[src/rtl/mac_cfg_pkg.sv]
package mac_cfg_pkg;

    localparam int ADDR_W  = 10;
    localparam int DATA_W  = 32;
    localparam int MAC_W   = 48;
    localparam int DIV_W   = 6;
    localparam int RXCFG_W = MAC_W + 6;
    localparam int TXCFG_W = 6;

    // shared bit positions of the receiver word B and the transmitter word
    localparam int B_RESET = 31;
    localparam int B_JUMBO = 30;
    localparam int B_FCS   = 29;
    localparam int B_EN    = 28;
    localparam int B_VLAN  = 27;
    localparam int B_HALF  = 26;
    localparam int B_MISC  = 25;

    localparam int FC_RX_BIT   = 29;
    localparam int FC_TX_BIT   = 30;
    localparam int PROMISC_BIT = 31;
    localparam int AT_RNW_BIT  = 23;
    localparam int AT_IDX_LSB  = 16;
    localparam int MDIO_EN_BIT = 6;

    localparam logic [1:0] SPD_1000 = 2'b10;
    localparam logic [1:0] SPD_100  = 2'b01;
    localparam logic [1:0] SPD_10   = 2'b00;

    localparam logic [DATA_W-1:0] RX1_MASK  = 32'hFE00_FFFF;
    localparam logic [DATA_W-1:0] TX_MASK   = 32'hFE00_0000;
    localparam logic [DATA_W-1:0] FC_MASK   = 32'h6000_0000;
    localparam logic [DATA_W-1:0] SPD_MASK  = 32'hC000_0000;
    localparam logic [DATA_W-1:0] MGMT_MASK = 32'h0000_007F;
    localparam logic [DATA_W-1:0] UC1_MASK  = 32'h0000_FFFF;
    localparam logic [DATA_W-1:0] AFM_MASK  = 32'h8000_0000;

    typedef enum logic [3:0] {
        SEL_NONE, SEL_RXA, SEL_RXB, SEL_TX, SEL_FC, SEL_SPD, SEL_RSVD,
        SEL_MGMT, SEL_UCA, SEL_UCB, SEL_TBLA, SEL_TBLB, SEL_AFM
    } word_sel_e;

    typedef struct packed {
        logic [DATA_W-1:0] rxa;
        logic [DATA_W-1:0] rxb;
        logic [DATA_W-1:0] tx;
        logic [DATA_W-1:0] fc;
        logic [DATA_W-1:0] spd;
        logic [DATA_W-1:0] mgmt;
        logic [DATA_W-1:0] uca;
        logic [DATA_W-1:0] ucb;
        logic [DATA_W-1:0] tbla;
        logic [DATA_W-1:0] tblb;
        logic [DATA_W-1:0] afm;
    } host_words_t;

endpackage

[src/rtl/mac_cfg_decode.sv]
module mac_cfg_decode
    import mac_cfg_pkg::*;
(
    input  logic [ADDR_W-1:0] addr,
    output word_sel_e         sel
);
    always_comb begin
        casez (addr)
            10'b1000??????: sel = SEL_RXA;
            10'b1001??????: sel = SEL_RXB;
            10'b1010??????: sel = SEL_TX;
            10'b1011??????: sel = SEL_FC;
            10'b11000?????: sel = SEL_SPD;
            10'b11001?????: sel = SEL_RSVD;
            10'b1101??????: sel = SEL_MGMT;
            10'b11100000??: sel = SEL_UCA;
            10'b11100001??: sel = SEL_UCB;
            10'b11100010??: sel = SEL_TBLA;
            10'b11100011??: sel = SEL_TBLB;
            10'b111001????: sel = SEL_AFM;
            10'b11101?????: sel = SEL_AFM;
            default:        sel = SEL_NONE;
        endcase
    end
endmodule

[src/rtl/mac_cfg_hostregs.sv]
module mac_cfg_hostregs
    import mac_cfg_pkg::*;
#(
    parameter int                TBL_DEPTH     = 4,
    parameter logic [MAC_W-1:0]  UCAST_DEFAULT = 48'h0200_0000_0001
)(
    input  logic                       clk,
    input  logic                       rst_n,
    input  logic                       wr_en,
    input  word_sel_e                  sel,
    input  logic [DATA_W-1:0]          wdata,
    output host_words_t                words,
    output logic [DATA_W-1:0]          rd_word,
    output logic [TBL_DEPTH*MAC_W-1:0] tbl_flat
);
    localparam int IDX_W = (TBL_DEPTH > 1) ? $clog2(TBL_DEPTH) : 1;
    localparam logic [DATA_W-1:0] TBLB_MASK =
        32'h0000_FFFF | ((32'(TBL_DEPTH) - 32'd1) << AT_IDX_LSB);

    typedef struct packed {
        host_words_t                         w;
        logic [TBL_DEPTH-1:0][MAC_W-1:0]     tbl;
    } state_t;

    state_t           st_d, st_q;
    logic [IDX_W-1:0] idx_d;

    always_comb begin
        st_d  = st_q;
        idx_d = wdata[AT_IDX_LSB +: IDX_W];
        if (wr_en) begin
            case (sel)
                SEL_RXA:  st_d.w.rxa  = wdata;
                SEL_RXB:  st_d.w.rxb  = wdata & RX1_MASK;
                SEL_TX:   st_d.w.tx   = wdata & TX_MASK;
                SEL_FC:   st_d.w.fc   = wdata & FC_MASK;
                SEL_SPD:  st_d.w.spd  = wdata & SPD_MASK;
                SEL_MGMT: st_d.w.mgmt = wdata & MGMT_MASK;
                SEL_UCA:  st_d.w.uca  = wdata;
                SEL_UCB:  st_d.w.ucb  = wdata & UC1_MASK;
                SEL_AFM:  st_d.w.afm  = wdata & AFM_MASK;
                SEL_TBLA: st_d.w.tbla = wdata;
                SEL_TBLB: begin
                    st_d.w.tblb = wdata & TBLB_MASK;
                    if (wdata[AT_RNW_BIT]) begin
                        st_d.w.tbla        = st_q.tbl[idx_d][31:0];
                        st_d.w.tblb[15:0]  = st_q.tbl[idx_d][MAC_W-1:32];
                    end else begin
                        st_d.tbl[idx_d] = {wdata[15:0], st_q.w.tbla};
                    end
                end
                default: ;
            endcase
        end
    end

    always_ff @(posedge clk or negedge rst_n) begin
        if (!rst_n) begin
            st_q        <= '0;
            st_q.w.rxb  <= 32'h1000_0000;
            st_q.w.tx   <= 32'h1000_0000;
            st_q.w.fc   <= 32'h6000_0000;
            st_q.w.spd  <= {SPD_1000, 30'd0};
            st_q.w.uca  <= UCAST_DEFAULT[31:0];
            st_q.w.ucb  <= {16'd0, UCAST_DEFAULT[MAC_W-1:32]};
            st_q.w.afm  <= 32'h8000_0000;
        end else begin
            st_q <= st_d;
        end
    end

    always_comb begin
        case (sel)
            SEL_RXA:  rd_word = st_q.w.rxa;
            SEL_RXB:  rd_word = st_q.w.rxb;
            SEL_TX:   rd_word = st_q.w.tx;
            SEL_FC:   rd_word = st_q.w.fc;
            SEL_SPD:  rd_word = st_q.w.spd;
            SEL_MGMT: rd_word = st_q.w.mgmt;
            SEL_UCA:  rd_word = st_q.w.uca;
            SEL_UCB:  rd_word = st_q.w.ucb;
            SEL_TBLA: rd_word = st_q.w.tbla;
            SEL_TBLB: rd_word = st_q.w.tblb;
            SEL_AFM:  rd_word = st_q.w.afm;
            default:  rd_word = '0;
        endcase
    end

    assign words    = st_q.w;
    assign tbl_flat = st_q.tbl;

    AST_RXB_RSVD_ZERO: assert property (@(posedge clk) disable iff (!rst_n)
        (st_q.w.rxb & ~RX1_MASK) == '0);

    AST_RSVD_WRITE_IGNORED: assert property (@(posedge clk) disable iff (!rst_n)
        wr_en && (sel == SEL_RSVD || sel == SEL_NONE) |=> $stable(st_q));

    AST_TBL_READBACK_KEEPS: assert property (@(posedge clk) disable iff (!rst_n)
        wr_en && sel == SEL_TBLB && wdata[AT_RNW_BIT] |=> $stable(st_q.tbl));

endmodule

[src/rtl/mac_cfg_shadow.sv]
module mac_cfg_shadow #(
    parameter int             W         = 8,
    parameter logic [W-1:0]   RESET_VAL = '0
)(
    input  logic         clk,
    input  logic         rst_n,
    input  logic         load,
    input  logic [W-1:0] src,
    output logic [W-1:0] shadow
);
    logic [W-1:0] sh_d, sh_q;

    always_comb begin
        sh_d = sh_q;
        if (load) sh_d = src;
    end

    always_ff @(posedge clk or negedge rst_n) begin
        if (!rst_n) sh_q <= RESET_VAL;
        else        sh_q <= sh_d;
    end

    assign shadow = sh_q;

    AST_SHADOW_HOLDS: assert property (@(posedge clk) disable iff (!rst_n)
        !load |=> $stable(sh_q));

    AST_SHADOW_LOADS: assert property (@(posedge clk) disable iff (!rst_n)
        load |=> sh_q == $past(src));

endmodule

[src/rtl/mac_cfg_regbank.sv]
module mac_cfg_regbank
    import mac_cfg_pkg::*;
#(
    parameter int               TBL_DEPTH     = 4,
    parameter logic [MAC_W-1:0] UCAST_DEFAULT = 48'h0200_0000_0001
)(
    input  logic                       clk,
    input  logic                       rst_n,
    input  logic                       host_req,
    input  logic [1:0]                 host_op,
    input  logic                       host_phy_sel,
    input  logic [ADDR_W-1:0]          host_addr,
    input  logic [DATA_W-1:0]          host_wdata,
    output logic [DATA_W-1:0]          host_rdata,
    output logic                       phy_req,
    output logic [1:0]                 phy_op,
    output logic [ADDR_W-1:0]          phy_addr,
    output logic [DATA_W-1:0]          phy_wdata,
    input  logic [DATA_W-1:0]          phy_rdata,
    input  logic                       rx_ifg,
    input  logic                       tx_ifg,
    output logic [RXCFG_W-1:0]         rx_cfg,
    output logic [TXCFG_W-1:0]         tx_cfg,
    output logic                       fc_rx_en,
    output logic                       fc_tx_en,
    output logic                       rx_reset,
    output logic                       tx_reset,
    output logic                       speed_is_100,
    output logic                       speed_is_10_100,
    output logic [DIV_W-1:0]           mdio_div,
    output logic                       mdio_en,
    output logic [MAC_W-1:0]           ucast_addr,
    output logic                       promisc,
    output logic [TBL_DEPTH*MAC_W-1:0] tbl_addrs
);
    localparam int RXSH_W = RXCFG_W + 1;
    localparam int TXSH_W = TXCFG_W + 1;
    localparam logic [RXSH_W-1:0] RXSH_RST = {1'b1, {MAC_W{1'b0}}, 6'b000100};
    localparam logic [TXSH_W-1:0] TXSH_RST = {1'b1, 6'b000100};

    word_sel_e         sel;
    host_words_t       words;
    logic [DATA_W-1:0] rd_word;
    logic              reg_wr, reg_rd, phy_rd;
    logic [RXSH_W-1:0] rx_src, rx_sh;
    logic [TXSH_W-1:0] tx_src, tx_sh;
    logic [1:0]        spd_code;

    typedef struct packed {
        logic [DATA_W-1:0] rdata;
    } bus_state_t;

    bus_state_t bus_d, bus_q;

    assign reg_wr = host_req && !host_phy_sel && !host_op[1];
    assign reg_rd = host_req && !host_phy_sel &&  host_op[1];
    assign phy_rd = host_req &&  host_phy_sel &&  host_op[1];

    mac_cfg_decode u_decode (
        .addr (host_addr),
        .sel  (sel)
    );

    mac_cfg_hostregs #(
        .TBL_DEPTH     (TBL_DEPTH),
        .UCAST_DEFAULT (UCAST_DEFAULT)
    ) u_hostregs (
        .clk      (clk),
        .rst_n    (rst_n),
        .wr_en    (reg_wr),
        .sel      (sel),
        .wdata    (host_wdata),
        .words    (words),
        .rd_word  (rd_word),
        .tbl_flat (tbl_addrs)
    );

    assign rx_src = {words.fc[FC_RX_BIT], words.rxb[15:0], words.rxa,
                     words.rxb[B_MISC], words.rxb[B_HALF], words.rxb[B_VLAN],
                     words.rxb[B_EN], words.rxb[B_FCS], words.rxb[B_JUMBO]};
    assign tx_src = {words.fc[FC_TX_BIT],
                     words.tx[B_MISC], words.tx[B_HALF], words.tx[B_VLAN],
                     words.tx[B_EN], words.tx[B_FCS], words.tx[B_JUMBO]};

    mac_cfg_shadow #(.W(RXSH_W), .RESET_VAL(RXSH_RST)) u_rx_shadow (
        .clk    (clk),
        .rst_n  (rst_n),
        .load   (rx_ifg),
        .src    (rx_src),
        .shadow (rx_sh)
    );

    mac_cfg_shadow #(.W(TXSH_W), .RESET_VAL(TXSH_RST)) u_tx_shadow (
        .clk    (clk),
        .rst_n  (rst_n),
        .load   (tx_ifg),
        .src    (tx_src),
        .shadow (tx_sh)
    );

    always_comb begin
        bus_d = bus_q;
        if (reg_rd)      bus_d.rdata = rd_word;
        else if (phy_rd) bus_d.rdata = phy_rdata;
    end

    always_ff @(posedge clk or negedge rst_n) begin
        if (!rst_n) bus_q <= '0;
        else        bus_q <= bus_d;
    end

    assign host_rdata = bus_q.rdata;

    assign phy_req   = host_req && host_phy_sel;
    assign phy_op    = host_op;
    assign phy_addr  = host_addr;
    assign phy_wdata = host_wdata;

    assign rx_cfg   = rx_sh[RXCFG_W-1:0];
    assign fc_rx_en = rx_sh[RXSH_W-1];
    assign tx_cfg   = tx_sh[TXCFG_W-1:0];
    assign fc_tx_en = tx_sh[TXSH_W-1];

    assign rx_reset = words.rxb[B_RESET];
    assign tx_reset = words.tx[B_RESET];

    assign spd_code        = words.spd[31:30];
    assign speed_is_100    = (spd_code == SPD_100);
    assign speed_is_10_100 = (spd_code == SPD_100) || (spd_code == SPD_10);

    assign mdio_div   = words.mgmt[DIV_W-1:0];
    assign mdio_en    = words.mgmt[MDIO_EN_BIT];
    assign ucast_addr = {words.ucb[15:0], words.uca};
    assign promisc    = words.afm[PROMISC_BIT];

    AST_SPEED_CONSISTENT: assert property (@(posedge clk) disable iff (!rst_n)
        speed_is_100 |-> speed_is_10_100);

    AST_PHY_LEAVES_WORDS: assert property (@(posedge clk) disable iff (!rst_n)
        host_req && host_phy_sel |=> $stable(words));

    AST_RX_RESET_AT_ONCE: assert property (@(posedge clk) disable iff (!rst_n)
        reg_wr && sel == SEL_RXB |=> rx_reset == $past(host_wdata[B_RESET]));

    AST_TX_RESET_AT_ONCE: assert property (@(posedge clk) disable iff (!rst_n)
        reg_wr && sel == SEL_TX |=> tx_reset == $past(host_wdata[B_RESET]));

endmodule

[config.mk]
export PLATFORM = sky130hd
export DESIGN_NAME = mac_cfg_regbank
export DESIGN_NICKNAME = d
export VERILOG_FILES = /design/src/rtl/mac_cfg_pkg.sv /design/src/rtl/mac_cfg_decode.sv /design/src/rtl/mac_cfg_hostregs.sv /design/src/rtl/mac_cfg_shadow.sv /design/src/rtl/mac_cfg_regbank.sv
export SDC_FILE = /design/constraint.sdc
export NUM_CORES = 1
export LEC_CHECK = 0
export ABC_CLOCK_PERIOD_IN_PS = 2000
export BUFFER_PORTS_ARGS = -buffer_cell sky130_fd_sc_hd__buf_2
export CORE_MARGIN = 1
export CORE_UTILIZATION = 38
export DETAILED_ROUTE_END_ITERATION = 7
export HOLD_SLACK_MARGIN = 0.08
export PLACE_DENSITY = 0.56
export SYNTH_ARGS = -nofsm -noshare
export SYNTH_HDL_FRONTEND = slang
export SYNTH_SLANG_ARGS = --single-unit
[constraint.sdc]
create_clock -name clk -period 2 [get_ports clk]
set_input_delay 0.3 -clock clk [delete_from_list [all_inputs] [get_ports clk]]
set_output_delay 0.3 -clock clk [all_outputs]
set_load 0.03 [all_outputs]
# Yosys cells after proc, flatten, opt, wreduce, memory -nomap -nowiden

Cells that the tools add are included.

Magnitude comparators: 2
Equality and inequality tests: 26
Mux-type cells: 12
Bitwise operators: 1
Reduce and logical (&&, ||, !) cells: 25

Operators by type and width:

| kind                                                | count |
|---|---|
| case mux 32 bit (11 select lines)                   | 1 |
| bitwise mux 192 bit                                 | 1 |
| binary-select mux 48 bit (select 2 bit)             | 1 |
| demux 48 bit (select 2 bit)                         | 1 |
| 2-to-1 mux 32 bit                                   | 3 |
| 2-to-1 mux 48 bit                                   | 2 |
| case mux 32 bit (2 select lines)                    | 1 |
| case mux 4 bit (12 select lines)                    | 1 |
| equality test 4 bit, second input constant          | 10 |
| equality test 8 bit, second input constant          | 4 |
| AND reduction 2 bit                                 | 10 |
| 2-to-1 mux 16 bit                                   | 1 |
| equality test 5 bit, second input constant          | 3 |
| equality test 4 x 3 -> 1 bit, second input constant | 3 |
| equality test 4 x 2 -> 1 bit, second input constant | 2 |
| equality test 6 bit, second input constant          | 1 |
| logical AND 1 bit                                   | 6 |
| AND reduction 3 bit                                 | 2 |
| equality test 4 x 1 -> 1 bit, second input constant | 1 |
| nonzero test 2 bit                                  | 2 |
| < comparator 2 x 3 -> 1 bit, second input constant  | 1 |
| equality test 2 x 1 -> 1 bit, second input constant | 1 |
| >= comparator 2 x 1 -> 1 bit, second input constant | 1 |
| zero test 1 bit                                     | 2 |
| 5 further kinds                                     | 5 |

Bits in registers: 458
Input bits: 82
Output and inout bits: 391

# Longest topological paths before layout

Gate-level depths: netlist (run 1).

Depth after elaboration: 6
Mapped depth: 9
Gate-level depth less buffers: 5

# Modules after synthesis

From an unflattened synthesis (run 1), not the netlist that was laid out.

Cells, all modules: 1,730
Area total of the unflattened synthesis: 22,766.8 µm²

By module, submodules not included:

| module                        | instances | cells an instance | area each (µm²) | sequential area each (µm²) |
|---|---|---|---|---|
| mac_cfg_hostregs              | 1         | 1,391             | 18,018.5        | 9,118.7 |
| mac_cfg_shadow at u_rx_shadow | 1         | 116               | 2,297.2         | 1,378.8 |
| mac_cfg_regbank               | 1         | 193               | 2,043.2         | 800.8 |
| mac_cfg_shadow at u_tx_shadow | 1         | 15                | 294.0           | 177.7 |
| mac_cfg_decode                | 1         | 15                | 113.9           | 0.0 |

# Worst setup path after synthesis (run 1)

Ideal clock, no wire load.

Kind: input port to flip-flop
Start point: in host_addr[2]
End point: reg u_hostregs.st_q, in the netlist u_hostregs.tbl_flat[137]
Library setup time: 128 ps
Arrival: 2,214 ps
Data required time: 1,872 ps
Setup slack: -342 ps
Cell stages on the path: 9
Path buffers: 4
Path through: clkbuf_1 inv_1 o311ai_2 nand4_1 buf_2 nor4b_2 buf_4 buf_4 mux2_1

Word-level cells in the longest chain between the ends: 4
Elaborated cells on any way between the ends: 7
Those cells by class: eq/ne (5); mux (1); reduce/logical (1)

RTL lines:

| what                                   | line                   | text |
|---|---|---|
| start: declaration                     | mac_cfg_regbank.sv:12  | `input logic [ADDR_W-1:0] host_addr,` |
| equality test 8 bit                    | mac_cfg_decode.sv:8    | `casez (addr)` |
| case mux 4 bit (12 select lines) *     | mac_cfg_decode.sv:8    |  |
| equality test 4 bit *                  | mac_cfg_hostregs.sv:32 | `case (sel)` |
| AND reduction 3 bit (no source line) * | -                      |  |
| end signal: assignment                 | mac_cfg_hostregs.sv:68 | `st_q <= st_d;` |
| end: declaration                       | mac_cfg_hostregs.sv:25 | `state_t st_d, st_q;` |

Every way passes the cells marked *; elsewhere a longest branch is shown, timed or not.
A chain may end at the register's enable or synchronous reset.

# Worst setup path after layout (run 1)

Start point: in host_addr[8]
End point: reg u_hostregs.st_q, in the netlist u_hostregs.tbl_flat[79]

Word-level cells in the longest chain between the ends: 5
Elaborated cells on any way between the ends: 17
Those cells by class: eq/ne (14); mux (1); reduce/logical (2)

RTL lines:

| what                                                       | line |
|---|---|
| equality test 6 bit or equality test 5 bit (tied branches) | mac_cfg_decode.sv:8 |
| OR reduction 2 bit (no source line)                        | - |
| case mux 4 bit (12 select lines) *                         | mac_cfg_decode.sv:8 |
| equality test 4 bit *                                      | mac_cfg_hostregs.sv:32 |
| AND reduction 3 bit (no source line) *                     | - |

Marks and branches as above.

==> flow_summary_export.csv, run 1 <==
group,metric,value,unit
yosys,synth.cell_area,21050,sq um
timing,rsz0062_at_grt,"true",
setup_path,crit-reg2reg-capture,"host_rdata[30]",
timing,max_freq,512.2,MHz
power_and_ir_drop,p_int,16.14,mW
setup_path,r2r_slack,0.27,ns
routing,drtAntennaViolNets,0,
place,finalWeightedCongestion,0.9240,
grt,grt_antenna_before_repair,2,
grt,track_usage,0.2501,
yosys,seq_area_frac_synth,0.5451,
setup_path,cp_data_required_time,2.47,ns
grt,grt_first_pass_wirelength,104700,um
yosys,top_ff_cell_synth,"sky130_fd_sc_hd__dfrtp_1",
grt,gr-total-overflow,0,
place,buffer_ports.inserted,466,
yosys,synth_warnings,0,
timing,drv_slew,0,
yosys,synth.net_count,1658,
cts,cts_buffers,50,
timing,relSlewSlack,0.6792,
yosys,yosys_register_bits,458,
die,die_area,56340,sq um
die,floorplan_row_count,85,
layout,area_occupied_by_multi_input_gates,8458,sq um
cts,clock_path_buffers,3,
power_and_ir_drop,report.power.total,22.25,mW
setup_path,startpoint,"host_addr[8]",
setup_path,critical_path.endpoint_type,"flip-flop",
die,start_util,0.3881,
layout,n_fill_cell,4846,
layout,nNetsFinal,2117,
power_and_ir_drop,share_comb_of_total_power,0.129,
timing,report.final.setup_viol,0,
power_and_ir_drop,seq_power_share,0.461,
die,ios,473,
job,maxCapViolCount,0,
power_and_ir_drop,power_switching,6.107,mW
place,placedCellCount,2641,
min_path,worst_hold_path_type,"input pin to flip-flop",
yosys,syn_avg_cell_area,13.36,sq um
cts,cts_root_buffer,"sky130_fd_sc_hd__clkbuf_16",
die,die-width,237.4,um
layout,area.growth.synth_to_final,26.00,%
timing,setup-tns-final,0,ns
yosys,synthCells,1576,
timing,final_period_minus_worst_setup_slack,1.952,ns
power_and_ir_drop,cellLeakagePower,13.86,nW
routing,detail_route.iter0.violations,1234,
setup_path,timing.critical_path.from_type,"input pin",
timing,report.final.hold_viol_count,0,
cts,clk_pin_slew_worst_paths,0.06,ns
setup_path,cp.arrival,2.42,ns
timing,clock_skews,0.03055,ns
routing,routed-via-count,15060,
timing,finalCritPeriodShare,0.9762,
layout,drive_above_1_share,0.4674,
power_and_ir_drop,switching_fraction,0.2745,
timing,worst-slew-pin-transition,0.4785,ns
setup_path,timing.reg2reg.worst_path_depth,5,
layout,area.sequential,11480,sq um
layout,final_common_cell,"sky130_fd_sc_hd__buf_2",
cts,clock-sinks,458,
setup_path,crit_type,"input pin to flip-flop",
cts,clock_tree.htree_level_count,2,
yosys,synth-edff-count,0,
routing,wire_length_after_detailed_routing,70950,um
layout,final_cell_count_no_fill,2769,
grt,first_global_vias,15370,
cts,clkLatencyLatePin,0.61,ns
yosys,async_flop_share,1.000,
routing,drc,0,
setup_path,timing.critical_path.fanout_max,8,
cts,cts_tree,"done",
grt,grt_max_degree,65,
setup_path,r2r_start,"u_hostregs.words[286]",
die,design.core.area,54240,sq um
timing,post-route-worst-setup-slack,0.04769,ns
layout,layout_common_cells,"461 x sky130_fd_sc_hd__buf_2, 446 x sky130_fd_sc_hd__dfrtp_1, 203 x sky130_fd_sc_hd__mux2_2",
setup_path,crit_path_end,"u_hostregs.tbl_flat[79]",
layout,antenna-diode-count,0,
routing,avgRoutedWirePerCell,25.62,um
power_and_ir_drop,power_frac_clock,0.410,
die,die-height,237.4,um
routing,detail_route.first_pass.iterations,6,
place,detailed_place_hpwl,52020,um
power_and_ir_drop,power.density,838.7,nW/um^2
routing,via_per_inst,5.440,
yosys,synthDistinctLibCells,52,
place,place_worst_setup_slack,-0.6485,ns
power_and_ir_drop,power.ir.vdd_worst,0.6174,mV
outcome,outcome,"finished, final reports clean",
-- cell usage after synthesis (24+ instances only) --
master                       n  area [sq um]
sky130_fd_sc_hd__a221oi_1   24         210.2
sky130_fd_sc_hd__a21oi_1    48         240.2
sky130_fd_sc_hd__mux4_2     49          1104
sky130_fd_sc_hd__mux2_1    174          1959
sky130_fd_sc_hd__mux2i_1    62         620.6
sky130_fd_sc_hd__nor2_1     56         210.2
sky130_fd_sc_hd__dfrtp_1   446         11160
sky130_fd_sc_hd__buf_1      25         93.84
sky130_fd_sc_hd__clkbuf_1   69         259.0
sky130_fd_sc_hd__buf_4     107         803.3
sky130_fd_sc_hd__nand2_1    90         337.8
sky130_fd_sc_hd__mux2_2    203          2286
-- layer usage --
metal  global-route usage  wire, um
met2               0.3801     32350
met5                    0         0
met3              0.05516      4483
met4              0.09071      2306
met1               0.3509     31810
-- critical path: stages --
cell	delay, ns
sky130_fd_sc_hd__buf_12	0.11
sky130_fd_sc_hd__or3b_4	0.40
sky130_fd_sc_hd__o311ai_4	0.10
sky130_fd_sc_hd__nand4_1	0.28
sky130_fd_sc_hd__buf_12	0.24
sky130_fd_sc_hd__nor4b_4	0.26
sky130_fd_sc_hd__buf_6	0.22
sky130_fd_sc_hd__clkbuf_16	0.21
sky130_fd_sc_hd__mux2_4	0.31
-- worst min-delay path by stage --
stage,end,cells past startpoint,slack [ns],start
after floorplan,host_rdata[0],0,0.004,rst_n
final,u_hostregs.words[346],2,0.11,host_wdata[26]
after global placement,u_hostregs.words[104],1,0.24,rst_n
after detailed placement,u_hostregs.words[136],1,0.26,rst_n
after global routing,u_hostregs.words[346],2,0.11,host_wdata[26]
after CTS,u_hostregs.words[346],2,0.08,host_wdata[26]
-- kinds of logic (layout without fill, tap and decap cells) --
family,count (synthesis),after routing,share of synthesized area
DFF,458,458,0.5451
AOI/OAI and AO/OA,188,188,0.06140
buffers and inverters,222,719,0.05967
muxes,488,488,0.2836
and+or+nand+nor,220,220,0.05022
-- final cells by class --
| cell class | count | area share |
|---|---|---|
| inverters | 4 | 0.0005661 |
| clock inverters | 12 | 0.004953 |
| clock buffers | 78 | 0.05529 |
| multi-input cells | 896 | 0.3189 |
| repair buffers | 625 | 0.1548 |
| well taps | 696 | 0.03283 |
| flip-flops and latches | 458 | 0.4327 |
-- power by group through the flow --
stage,Combinational (mW),Clock (mW),Sequential [mW]
after floorplan,1.20,0,10.8
after global placement,2.80,0,10.4
after detailed placement,2.83,0,10.4
after CTS,2.89,9.32,10.3
after global routing,3.06,9.68,10.3
final,2.87,9.12,10.3
-- repair_timing --
item,4_1_cts,5_1_grt
hold buffers,29,0
setup endpoints to repair,16,96
pin swaps,2,3
gates cloned,0,4
setup buffers,0,5
endpoints found under the hold margin,324,0
gates resized for setup,1,19
-- flip-flops by register name (all words and copies together), names as in the netlist --
register,flops
u_hostregs.tbl_flat,192
host_rdata,32
u_hostregs.words,172
u_tx_shadow.shadow,7
u_rx_shadow.shadow,55
-- per-stage QoR --
| stage | area (sq um) | utilization | hold WS [ns] |
|---|---|---|---|
| final | 26520 | 0.4890 | 0.1097 |
| after global routing | 26520 | 0.4890 | 0.1098 |
| after CTS | 26370 | 0.4861 | 0.08216 |
| after floorplan | 21220 | - | 0.004409 |
| after detailed placement | 24470 | 0.4512 | 0.2567 |
| after global placement | 24470 | 0.4512 | 0.2412 |
(Power assumes the default switching activity.)
==> run 2, diff against run 1 <==
--- a/config.mk
+++ b/config.mk
@@ -5,7 +5,7 @@
 export SDC_FILE = /design/constraint.sdc
 export NUM_CORES = 1
 export LEC_CHECK = 0
-export ABC_CLOCK_PERIOD_IN_PS = 2000
+export ABC_CLOCK_PERIOD_IN_PS = 2350
 export BUFFER_PORTS_ARGS = -buffer_cell sky130_fd_sc_hd__buf_2
 export CORE_MARGIN = 1
 export CORE_UTILIZATION = 38
==> constraint.sdc (replaced) <==
create_clock -name clk -period 2.35 [get_ports clk]
set_input_delay 0.3525 -clock clk [delete_from_list [all_inputs] [get_ports clk]]
set_output_delay 0.3525 -clock clk [all_outputs]
set_load 0.03 [all_outputs]
==> flow_summary_export.csv, run 2 (same netlist as run 1, synthesis figures left out) <==
group,metric,value,unit
setup_path,timing.critical_path.fanout_max,14,
grt,grt_first_pass_wirelength,102400,um
power_and_ir_drop,cellLeakagePower,13.71,nW
routing,detail_route.iter0.violations,965,
setup_path,critical_path.endpoint_type,"flip-flop",
place,buffer_ports.inserted,466,
place,detailed_place_hpwl,50720,um
cts,clock_path_buffers,3,
layout,nNetsFinal,2083,
grt,first_global_vias,15310,
cts,cts_root_buffer,"sky130_fd_sc_hd__clkbuf_16",
routing,wire_length_after_detailed_routing,68630,um
timing,clock_skews,0.009031,ns
timing,relSlewSlack,0.6637,
timing,rsz0062_at_grt,"false",
layout,flip_flop_count_of_the_largest_register_all_copies_and_words_added,192,
power_and_ir_drop,report.power.total,19.28,mW
die,die-height,237.4,um
timing,max_freq,513.5,MHz
setup_path,timing.critical_path.from_type,"input pin",
timing,final_period_minus_worst_setup_slack,1.947,ns
cts,cts_tree,"done",
die,floorplan_row_count,85,
grt,grt_antenna_before_repair,3,
setup_path,crit_type,"input pin to flip-flop",
layout,layout.cell_area.non_filler,26180,sq um
cts,post-cts-setup-buffers,0,
setup_path,r2r_slack,0.63,ns
routing,detail_route.first_pass.iterations,5,
die,design.core.area,54240,sq um
grt,grt_max_degree,72,
die,die-width,237.4,um
place,finalWeightedCongestion,0.9166,
cts,cts_buffers,50,
routing,avgRoutedWirePerCell,25.05,um
power_and_ir_drop,power.ir.vdd_worst,0.4535,mV
cts,clk_pin_slew_worst_paths,0.06,ns
timing,report.final.hold_viol_count,0,
layout,drive_above_1_share,0.4601,
timing,finalCritPeriodShare,0.8287,
cts,cts_hold_buf,17,
min_path,worst_hold_path_type,"input pin to flip-flop",
layout,area.growth.synth_to_final,24.34,%
outcome,outcome,"finished, final reports clean",
routing,routed-via-count,14910,
layout,area.sequential,11480,sq um
cts,clkLatencyLatePin,0.59,ns
layout,final_common_cell,"sky130_fd_sc_hd__buf_2",
place,placed_standard_cell_area,24270,sq um
layout,core_utilization_of_the_finished_layout,0.4826,
timing,worst-slew-pin-transition,0.5044,ns
cts,clock-sinks,458,
grt,gr-total-overflow,0,
layout,area_occupied_by_multi_input_gates,8387,sq um
timing,drv_slew,0,
routing,drtAntennaViolNets,0,
job,maxCapViolCount,0,
power_and_ir_drop,power.density,736.5,nW/um^2
layout,n_fill_cell,4934,
grt,track_usage,0.2443,
routing,drc,0,
die,start_util,0.3881,
routing,via_per_inst,5.441,
layout,layout_common_cells,"463 x sky130_fd_sc_hd__buf_2, 446 x sky130_fd_sc_hd__dfrtp_1, 203 x sky130_fd_sc_hd__mux2_2",
cts,clock_tree.htree_level_count,2,
die,die_area,56340,sq um
cts,cts_resized,0,
die,ios,473,
setup_path,cp.arrival,2.42,ns
timing,report.final.setup_viol,0,
setup_path,cp_data_required_time,2.82,ns
-- run 2: path summary, 6_finish.rpt --
path | start | endpoint | cells past startpoint
max in group asynchronous | rst_n | u_rx_shadow.shadow[54] | 3
hold / removal | phy_rdata[22] | host_rdata[22] | 3
hold reg to reg | u_hostregs.words[37] | u_hostregs.words[37] | 2
setup reg to reg | u_hostregs.words[286] | host_rdata[30] | 5
min in group asynchronous | rst_n | u_hostregs.tbl_flat[162] | 2
setup / recovery | host_addr[6] | u_hostregs.tbl_flat[68] | 9
-- run 2: report_power, final --
part	leakage, nW	internal (mW)	switching, mW
registers	6.22	8.35	0.371
clock network	0.860	4.98	3.21
logic	6.63	0.834	1.53
total	13.7	14.2	5.11
-- run 2: area by class of cell --
type | count | area share
Antenna cell | 3 | 0.0002868
Clock buffer | 79 | 0.05975
Clock inverter | 13 | 0.006309
Inverter | 4 | 0.0005736
Multi-Input combinational cell | 896 | 0.3204
Sequential cell | 458 | 0.4384
Tap cell | 696 | 0.03327
Timing Repair Buffer | 591 | 0.1410
-- run 2: critical path, cell delays in order --
cell	delay, ns
sky130_fd_sc_hd__buf_2	0.14
sky130_fd_sc_hd__or3b_1	0.42
sky130_fd_sc_hd__o311ai_4	0.11
sky130_fd_sc_hd__nand4_1	0.15
sky130_fd_sc_hd__buf_4	0.22
sky130_fd_sc_hd__nor4b_2	0.27
sky130_fd_sc_hd__buf_4	0.23
sky130_fd_sc_hd__buf_12	0.16
sky130_fd_sc_hd__mux2_2	0.34
-- run 2: stage by stage --
| step | worst slack (ns) | std cells | hold WS, ns | TNS, ns |
|---|---|---|---|---|
| after detailed placement | -0.1850 | 2628 | 0.3352 | -13.94 |
| after global routing | 0.2844 | 2738 | 0.1402 | 0 |
| after floorplan | 0.03742 | 1576 | 0.05691 | 0 |
| final | 0.4025 | 2740 | 0.1428 | 0 |
| after global placement | -0.1453 | 2628 | 0.3327 | -8.984 |
| after CTS | 0.4286 | 2737 | 0.1043 | 0 |
-- run 2: per-layer routing --
| layer | part of all wire | track usage |
|---|---|---|
| met1 | 0.46 | 0.3521 |
| met4 | 0.034 | 0.09365 |
| met3 | 0.061 | 0.04727 |
| met2 | 0.45 | 0.3635 |
| met5 | 0.00019 | 0 |
==> run 3, diff against run 2 <==
--- a/config.mk
+++ b/config.mk
@@ -5,13 +5,14 @@
 export SDC_FILE = /design/constraint.sdc
 export NUM_CORES = 1
 export LEC_CHECK = 0
-export ABC_CLOCK_PERIOD_IN_PS = 2350
+export ABC_AREA = 1
+export ABC_CLOCK_PERIOD_IN_PS = 1700
 export BUFFER_PORTS_ARGS = -buffer_cell sky130_fd_sc_hd__buf_2
 export CORE_MARGIN = 1
 export CORE_UTILIZATION = 38
 export DETAILED_ROUTE_END_ITERATION = 7
 export HOLD_SLACK_MARGIN = 0.08
-export PLACE_DENSITY = 0.56
+export PLACE_DENSITY = 0.59
 export SYNTH_ARGS = -nofsm -noshare
 export SYNTH_HDL_FRONTEND = slang
 export SYNTH_SLANG_ARGS = --single-unit
==> constraint.sdc (replaced) <==
create_clock -name clk -period 1.7 [get_ports clk]
set_input_delay 0.255 -clock clk [delete_from_list [all_inputs] [get_ports clk]]
set_output_delay 0.255 -clock clk [all_outputs]
set_load 0.03 [all_outputs]
==> flow_summary_export.csv, run 3 <==
group,metric,value,unit
routing,routed-via-count,18540,
layout,final_common_cell,"sky130_fd_sc_hd__nand2_1",
grt,grt_max_degree,72,
grt,grt_first_pass_wirelength,113600,um
yosys,synth-compound-area-share,0.1395,
timing,report.final.setup_viol,0,
timing,clock_skews,0.02757,ns
yosys,yosysMostFrequentCell,"sky130_fd_sc_hd__nand2_1",
setup_path,crit_buf_inv,1,
layout,layout_common_cells,"686 x sky130_fd_sc_hd__nand2_1, 465 x sky130_fd_sc_hd__buf_2, 446 x sky130_fd_sc_hd__dfrtp_1",
layout,drive_above_1_share,0.2717,
die,design.core.area,52970,sq um
grt,first_global_vias,17560,
setup_path,crit_path_cell_trace,"buf_2",
power_and_ir_drop,cellLeakagePower,13.01,nW
place,placed_standard_cell_area,23860,sq um
setup_path,critPathMaxStageDelay,0.54,ns
die,floorplan_row_count,84,
timing,post-route-worst-setup-slack,0.05425,ns
timing,report.final.hold_viol_count,0,
yosys,synth_top_cell_by_area,"sky130_fd_sc_hd__dfrtp_1",
cts,cts_hold_buf,56,
setup_path,timing.critical_path.max_delay_family,"flip-flops",
power_and_ir_drop,power.ir.vdd_worst,0.7119,mV
layout,flip_flop_count_of_the_largest_register_all_copies_and_words_added,192,
place,place_worst_setup_slack,-0.2055,ns
routing,via_per_inst,5.272,
yosys,synthDominantCellAreaShare,0.5439,
setup_path,timing.critical_path.fanout_max,3,
yosys,seq_area_frac_synth,0.5593,
yosys,synth_adder_area_share,0,
timing,rsz0062_at_grt,"false",
routing,drc,0,
yosys,synth_warnings,0,
routing,wire_length_after_detailed_routing,77140,um
yosys,synthCells,2321,
timing,final_period_minus_worst_setup_slack,1.646,ns
die,ios,473,
yosys,netlist_top_cells_area,"sky130_fd_sc_hd__dfrtp_1 54%, sky130_fd_sc_hd__nand2_1 13%, sky130_fd_sc_hd__o21ai_0 6.0%",
timing,max_freq,607.6,MHz
job,maxCapViolCount,0,
grt,gr-total-overflow,0,
cts,clock_path_buffers,3,
layout,core_utilization_of_the_finished_layout,0.4940,
yosys,synth.mux.area_fraction,0.03018,
layout,nNetsFinal,2868,
routing,avgRoutedWirePerCell,21.93,um
yosys,synth_top_family_by_area,"simple AND/OR/NAND/NOR gates",
timing,worst-slew-pin-transition,0.6454,ns
die,die-width,234.4,um
timing,setup-tns-final,0,ns
cts,clkLatencyLatePin,0.60,ns
cts,clk_pin_slew_worst_paths,0.06,ns
die,die-height,234.4,um
layout,area.growth.synth_to_final,27.54,%
outcome,outcome,"finished, final reports clean",
place,buffer_ports.inserted,466,
setup_path,cp.arrival,1.39,ns
die,start_util,0.3874,
yosys,top_ff_cell_synth,"sky130_fd_sc_hd__dfrtp_1",
yosys,synthDistinctLibCells,27,
setup_path,crit_type,"flip-flop to primary output",
setup_path,timing.critical_path.from_type,"flip-flop",
cts,clock-sinks,458,
setup_path,critical_path.endpoint_type,"primary output",
grt,grt_antenna_before_repair,4,
cts,post-cts-setup-buffers,0,
grt,track_usage,0.2781,
timing,relSlewSlack,0.5652,
yosys,synth_simple_gate_area_frac,0.1814,
yosys,synth.net_count,2403,
yosys,async_flop_share,1.000,
routing,detail_route.first_pass.iterations,6,
cts,clock_tree.htree_level_count,2,
timing,finalCritPeriodShare,0.9681,
power_and_ir_drop,power.density,1027,nW/um^2
cts,cts_buffers,50,
setup_path,cpMaxStageDelayCell,"sky130_fd_sc_hd__dfstp_2",
yosys,synth-edff-count,0,
layout,layout.cell_area.non_filler,26170,sq um
routing,drtAntennaViolNets,0,
yosys,yosys.area_share.xor_xnor,0,
yosys,yosys_register_bits,458,
cts,cts_tree,"done",
min_path,worst_hold_path_type,"input pin to flip-flop",
cts,cts_root_buffer,"sky130_fd_sc_hd__clkbuf_16",
yosys,synth.cell_area,20520,sq um
place,detailed_place_hpwl,57060,um
yosys,synth.cells.most_frequent,"688 x sky130_fd_sc_hd__nand2_1, 446 x sky130_fd_sc_hd__dfrtp_1, 247 x sky130_fd_sc_hd__o21ai_0",
routing,detail_route.iter0.violations,1784,
yosys,syn_avg_cell_area,8.840,sq um
timing,drv_slew,0,
setup_path,cp_data_required_time,1.44,ns
cts,cts_resized,0,
place,finalWeightedCongestion,0.9321,
die,die_area,54930,sq um
run 3: cell types whose count changed after synthesis, sizes merged, moves of 18 or more:
cell,delta
nor3,-18
nand4,+41
mux4,-49
a22oi,+38
a221oi,-24
mux2,-322
inv,+102
nor2,+35
mux2i,-62
nand3,+88
o21ai,+425
nand2,+600
run 3: logic make-up after synthesis:
kind of cell | Yosys count
AO/OA/AOI/OAI | 548
multiplexers | 55
flip-flops | 458
AND/OR/NAND/NOR | 916
buffers and inverters | 344
run 3: cell type report:
type | instances | area, sq um
timing repair buffer | 651 | 4434
clock buffer | 72 | 1498
fill | 5044 | 26800
antenna | 2 | 5.005
sequential | 458 | 11480
tap | 688 | 860.8
inverter | 106 | 397.9
multi-input combinational | 1519 | 7254
clock inverter | 21 | 244.0
run 3: per-stage QoR:
step	power, mW	hold slack, ns	instances
finish	26.86	0.09854	3517
CTS	27.08	0.08089	3515
global route	27.78	0.09237	3516
detailed placement	15.50	0.1843	3366
floorplan	13.97	-0.04059	2321
global placement	15.43	0.1792	3366
run 3: power breakdown:
part           internal [mW]  switching (mW)  total, mW
combinational           1.07            2.32       3.39
clock                   6.88            4.58       11.5
sequential              11.5           0.483       12.0
run 3: layer usage:
metal	wire [um]	vias to the layer above	global-route usage
li1	-	8521	-
met3	6035	117	0.04961
met5	15	-	0
met2	34970	855	0.4307
met1	34060	9047	0.3978
met4	2053	2	0.07964
run 3: final timing paths:
kind	startpoint	to	slack (ns)	cells past startpoint
max	u_hostregs.words[31]	promisc	0.05	1
min	host_wdata[4]	u_hostregs.words[68]	0.1	3
max in group asynchronous	rst_n	u_hostregs.words[105]	0.74	4
min in group asynchronous	rst_n	u_rx_shadow.shadow[28]	0.15	2
max reg2reg	u_hostregs.tbl_flat[33]	u_hostregs.words[33]	0.39	6
min reg2reg	u_hostregs.words[47]	u_hostregs.words[47]	0.49	2
